<file path="config.mk">
export PLATFORM = sky130hd
export DESIGN_NAME = adc_chain_stage
export DESIGN_NICKNAME = d
export VERILOG_FILES = /design/src/rtl/adc_chain_pkg.sv /design/src/rtl/adc_edge_det.sv /design/src/rtl/adc_out_shifter.sv /design/src/rtl/adc_chain_stage.sv
export SDC_FILE = /design/constraint.sdc
export NUM_CORES = 1
export LEC_CHECK = 0
export ABC_AREA = 1
export BUFFER_PORTS_ARGS = -buffer_cell sky130_fd_sc_hd__buf_2
export CAP_MARGIN = 30
export CORE_MARGIN = 1.5
export CORE_UTILIZATION = 56
export CTS_CLUSTER_SIZE = 10
export DETAILED_ROUTE_END_ITERATION = 16
export PLACE_DENSITY_LB_ADDON = 0.2
export RECOVER_POWER = 100
export SLEW_MARGIN = 0
export SYNTH_ARGS = -nofsm -noshare
export SYNTH_HDL_FRONTEND = slang
export SYNTH_HIERARCHICAL = 1
export SYNTH_SLANG_ARGS = --single-unit
</file>
<file path="constraint.sdc">
create_clock -name clk -period 2 [get_ports clk]
set_input_delay 0.1 -clock clk [delete_from_list [all_inputs] [get_ports clk]]
set_output_delay 0.1 -clock clk [all_outputs]
set_load 0.02 [all_outputs]
</file>
<file path="src/rtl/adc_chain_pkg.sv">
package adc_chain_pkg;

    // Edge events derived from one sampled control line.
    typedef struct packed {
        logic rise;
        logic fall;
    } edge_ev_t;

    // Per-cycle controls for the output shifter.
    typedef struct packed {
        logic load;
        logic shift;
        logic capture;
    } shift_ctl_t;

    // Index of each control line in the edge detector vector.
    localparam int unsigned CTL_SCLK  = 0;
    localparam int unsigned CTL_CS_N  = 1;
    localparam int unsigned CTL_LINES = 2;

    // Idle levels: select inactive (high), serial clock low.
    localparam logic [CTL_LINES-1:0] CTL_IDLE = 2'b10;

    function automatic bit width_supported(input int unsigned w);
        return (w == 16) || (w == 18);
    endfunction

endpackage

</file>
<file path="src/rtl/adc_edge_det.sv">
module adc_edge_det
    import adc_chain_pkg::*;
#(
    parameter int unsigned      N    = 2,
    parameter logic [N-1:0]     IDLE = '0
) (
    input  logic           clk,
    input  logic           rst,
    input  logic [N-1:0]   sig_i,
    output edge_ev_t [N-1:0] ev_o
);

    logic [N-1:0] prev_q;

    always_ff @(posedge clk) begin
        if (rst) begin
            prev_q <= IDLE;
        end else begin
            prev_q <= sig_i;
        end
    end

    generate
        for (genvar g = 0; g < N; g++) begin : g_line
            assign ev_o[g].rise = sig_i[g] & ~prev_q[g];
            assign ev_o[g].fall = ~sig_i[g] & prev_q[g];
        end
    endgenerate

endmodule

</file>
<file path="src/rtl/adc_out_shifter.sv">
module adc_out_shifter
    import adc_chain_pkg::*;
#(
    parameter int unsigned W = 18
) (
    input  logic         clk,
    input  logic         rst,
    input  shift_ctl_t   ctl_i,
    input  logic [W-1:0] load_val_i,
    input  logic         ser_i,
    output logic [W-1:0] q_o,
    output logic         cap_o
);

    logic [W-1:0] sreg_q;
    logic         cap_q;

    always_ff @(posedge clk) begin
        if (rst) begin
            cap_q <= 1'b0;
        end else if (ctl_i.capture) begin
            cap_q <= ser_i;
        end
    end

    always_ff @(posedge clk) begin
        if (rst) begin
            sreg_q <= '0;
        end else if (ctl_i.load) begin
            sreg_q <= load_val_i;
        end else if (ctl_i.shift) begin
            sreg_q <= {sreg_q[W-2:0], cap_q};
        end
    end

    assign q_o   = sreg_q;
    assign cap_o = cap_q;

endmodule

</file>
<file path="src/rtl/adc_chain_stage.sv">
module adc_chain_stage
    import adc_chain_pkg::*;
#(
    parameter int unsigned SAMPLE_W = 18
) (
    input  logic                clk,
    input  logic                rst,
    input  logic [SAMPLE_W-1:0] sample_i,
    input  logic                cs_n_i,
    input  logic                sclk_i,
    input  logic                sdi_i,
    output logic                sdo_o
);

    localparam int unsigned MSB = SAMPLE_W - 1;

    generate
        if (!width_supported(SAMPLE_W)) begin : g_bad_width
            $error("adc_chain_stage: SAMPLE_W must be 16 or 18");
        end
    endgenerate

    edge_ev_t [CTL_LINES-1:0] ev;
    shift_ctl_t               ctl;
    logic [SAMPLE_W-1:0]      sreg;
    logic                     cap;
    logic                     sel_q;

    adc_edge_det #(
        .N    (CTL_LINES),
        .IDLE (CTL_IDLE)
    ) u_edges (
        .clk   (clk),
        .rst   (rst),
        .sig_i ({cs_n_i, sclk_i}),
        .ev_o  (ev)
    );

    // Selected state follows the select line one clock late.
    always_ff @(posedge clk) begin
        if (rst) begin
            sel_q <= 1'b0;
        end else begin
            sel_q <= ~cs_n_i;
        end
    end

    always_comb begin
        ctl.load    = ev[CTL_CS_N].fall;
        ctl.shift   = ev[CTL_SCLK].fall & sel_q & ~cs_n_i;
        ctl.capture = ev[CTL_SCLK].rise & ~cs_n_i;
    end

    adc_out_shifter #(
        .W (SAMPLE_W)
    ) u_shift (
        .clk        (clk),
        .rst        (rst),
        .ctl_i      (ctl),
        .load_val_i (sample_i),
        .ser_i      (sdi_i),
        .q_o        (sreg),
        .cap_o      (cap)
    );

    assign sdo_o = sel_q & sreg[MSB];


    reset_quiet_chk: assert property (@(posedge clk)
        rst |=> (sdo_o == 1'b0) && !sel_q);


    load_sample_chk: assert property (@(posedge clk) disable iff (rst)
        ctl.load |=> (sreg == $past(sample_i)) && (sdo_o == $past(sample_i[MSB])));


    shift_one_chk: assert property (@(posedge clk) disable iff (rst)
        (ctl.shift && !ctl.load) |=> sreg == {$past(sreg[MSB-1:0]), $past(cap)});


    capture_sdi_chk: assert property (@(posedge clk) disable iff (rst)
        ctl.capture |=> cap == $past(sdi_i));


    idle_output_chk: assert property (@(posedge clk) disable iff (rst)
        cs_n_i |=> sdo_o == 1'b0);


    idle_hold_chk: assert property (@(posedge clk) disable iff (rst)
        (!sel_q && !ctl.load) |=> $stable(sreg));

endmodule

</file>
After elaboration in Yosys (flattened, before gate mapping)
Index checks and enable logic that the tools add are counted.
Word-level totals
  bits in registers: 22
  bits in latches: 0
  memory bits (writable): 0
  memory bits (read-only): 0
  bits of input ports: 23
  output and inout bits: 1
  logic and storage cells: 17
  memories kept: 0
Cells by class
  add/sub/neg operators: 0
  multipliers: 0
  divide/modulo/power cells: 0
  magnitude comparators: 0
  eq/ne operators: 0
  shifts and indexed selects: 0
  mux-type cells: 2
  bitwise operators: 10
  reductions and logical operators: 1
Operators by type and width (number)
  $mux 18: 2
  $and 1x1->1: 7
  $not 1->1: 3
  $reduce_bool 2->1: 1

Logic depth before layout (Yosys ltp)
  depth in word-level cells: 6
  mapped depth: 11
  mapped depth without buffers: 9

Cells and area by module
The synthesis kept the hierarchy.
Modules (own cells, without submodules)
  adc_out_shifter: times used 1, cells an instance 141, area each 937.1 µm²
  adc_edge_det: times used 1, cells an instance 13, area each 81.3 µm²
  adc_chain_stage: times used 1, cells an instance 8, area each 48.8 µm²

Least setup slack after synthesis
No wires, ideal clock.
  path type: reg2reg
  from: register u_edges.prev_q[0]
  to: register u_shift.sreg_q[10] (netlist: u_shift/q_o[10])
  setup time: 0.109 ns
  data arrival time: 1.063 ns
  data required time: 1.891 ns
  setup slack: 0.828 ns
  cell stages (with the launch flop): 12
  buffers on the path: 2
  period minus slack after synthesis: 1.172 ns
  cells stage by stage: dfxtp_1 -> inv_1 -> nor2_1 -> nand2_1 -> nor2_2 -> buf_4 -> nor2_8 -> buf_8 -> nand2_1 -> nand3_1 -> nand2_1 -> inv_1
RTL lines
  start, declared: RTL line adc_edge_det.sv:13  | logic [N-1:0] prev_q;
  start signal, assigned: RTL line adc_edge_det.sv:19  | prev_q <= sig_i;
  end signal, assigned: RTL line adc_out_shifter.sv:30  | sreg_q <= load_val_i;
  end signal, assigned: RTL line adc_out_shifter.sv:32  | sreg_q <= {sreg_q[W-2:0], cap_q};
  end, declared: RTL line adc_out_shifter.sv:15  | logic [W-1:0] sreg_q;

==> qor.txt <==
GPL Wtd Cong -> 0.746
Initial antenna violation count -> 0
Inserted Diodes -> 0
Core Footprint -> 1760 um^2
Final Power -> 0.937 mW
Multi-input gate area -> 459 um^2
Clk sinks -> 22
Arr. time, crit path -> 1.67 ns
DRC viols -> 0
Synthesis-to-layout area growth -> 17.1%
Final-report setup violation count -> 0
Clk_lat worst skew -> 0.31 ns
Post-CTS setup buffer count -> 0
DR vias -> 1008
Drt total wl -> 2150 um
Num rows -> 15
Setup Total Neg Slack -> 0 ns
Min setup slack post-route -> 0.540 ns
Worst Setup SP -> cs_n_i
DIE AREA -> 2170 um^2
Max VDD drop -> 565 uV
Worst-margin pin slew -> 0.489 ns
Initial Util -> 0.603
DP HPWL -> 1420 um
DP Worst Slack -> 0.719 ns
Final Hold Vio Count -> 0
Total grt overflow -> 0
Clk pin slew, worst setup/hold paths -> 0.13 ns
Die height -> 46.6 um
Max-cap violations -> 0
Post-DRT Antenna Nets -> 0
Non-filler instance count after layout -> 211
Final period utilization -> 0.730
All-Layer GR Usage -> 0.231
Clock root buffer master -> clkbuf_4
First-pass detailed-route iteration total -> 4
H-Tree Level Count -> 1
Chip width -> 46.6 um
IO Pins -> 24
HP Start -> sclk_i
Crit path launch type -> primary input
Nets -> 210
Pleak -> 0.719 nW
CTS tree -> done
Reg area -> 440 um^2
Resized Gates After CTS -> 0
Synthesized area -> 1060 um^2
Share of cells above drive strength 1 -> 0.161
DR iter-0 viols -> 16
Buffers on Ports -> 23
CTS max path bufs -> 2
Area after DPL -> 1170 um^2
Fin. max-slew vios -> 0
Post-Syn Nets -> 184
# hold bufs at CTS -> 3
RR Startpoint -> u_edges/prev_q[0]$_SDFF_PP0_
TritonCTS Buffers -> 3
Hold Crit Class -> primary input to register
Worst-path maximum fanout -> 20
Syn. warnings -> 6
Pwr dens -> 753 nW/um^2
Fillers -> 159
Unrepaired setup endpoints after global routing -> false
Upper clock frequency limit -> 685 MHz
Post-route cell area -> 1240 um^2
Relative slew slack -> 0.672
Minimum clock period -> 1.46 ns
Crit path kind -> primary input to register
Worst Path Required -> 2.21 ns
Outcome -> finished clean
Via count of the first global-routing pass -> 877
Fin Clk Skew -> 0.0115 ns
Post-synthesis area per instance -> 6.61 um^2
Critical Path Sink Type -> register
Avg WL per Cell -> 10.2 um
Placed instance count -> 204
Via/cell ratio -> 4.78
First-pass GRT wire length -> 3560 um
Largest net degree at the start of global routing -> 21
Mapped Cells -> 161
-- power breakdown --
group	leakage [nW]	internal [mW]	switching [mW]
registers	0.181	0.464	0.0131
logic	0.510	0.0504	0.0690
clock network	0.0279	0.203	0.138
total	0.719	0.717	0.220
-- worst max-delay path: stages --
cell and delay (ns):
dlygate4sd3_1 0.53, clkbuf_1 0.16, nor2_1 0.12, buf_4 0.26
inv_2 0.18, nand3_1 0.11, nand3_1 0.08, nand2_1 0.06
inv_1 0.05
-- cell type report --
type	instances	area share
clock inverters	1	0.0241
inverters	28	0.0844
flip-flops and latches	22	0.354
well taps	25	0.0251
clock buffers	3	0.0181
repair buffers	28	0.126
multi-input cells	104	0.369
-- path summary, 6_finish.rpt --
| check | end | slack [ns] | depth (start not counted) |
|---|---|---|---|
| worst min-delay path | u_edges/prev_q[0]$_SDFF_PP0_ | 0.02 | 3 |
| worst max-delay path | u_shift/q_o[6]$_SDFFE_PP0P_ | 0.54 | 9 |
| worst max register to register | u_shift/q_o[6]$_SDFFE_PP0P_ | 0.69 | 10 |
| worst min register to register | u_shift/q_o[14]$_SDFFE_PP0P_ | 0.50 | 2 |
-- registers in the layout (all words and copies together), names as in the netlist --
name	cells
u_shift/q_o	18
u_edges/prev_q	2
sel_q	1
u_shift/cap_o	1
-- through the flow --
| stage | hold WS (ns) | utilization |
|---|---|---|
| 3_3_place_gp | 0.321 | 0.661 |
| 3_5_place_dp | 0.325 | 0.661 |
| 5_1_grt | 0.0170 | 0.706 |
| 4_1_cts | 0.0138 | 0.708 |
| 2_1_floorplan | 0.162 | - |
| 6_report | 0.0168 | 0.706 |
-- cell usage in the layout (no fill, tap or decap), types with 2 or more instances in the layout --
cell type / instances
nor2_1: 6
nand3_1: 34
nand2_1: 59
dfxtp_1: 22
buf_2: 20
buf_4: 2
inv_1: 26
clkbuf_1: 3
clkbuf_4: 3
dlygate4sd3_1: 3
-- layer usage --
metal | GRT usage | part of all wire | up-vias
met5 | 0 | 0 | -
met2 | 0.414 | 0.51 | 26
met1 | 0.264 | 0.43 | 443
met3 | 0.0824 | 0.053 | 2
met4 | 0.0400 | 0.0070 | 0
li1 | - | - | 537
No activity file was read; power rests on OpenSTA's default activity.
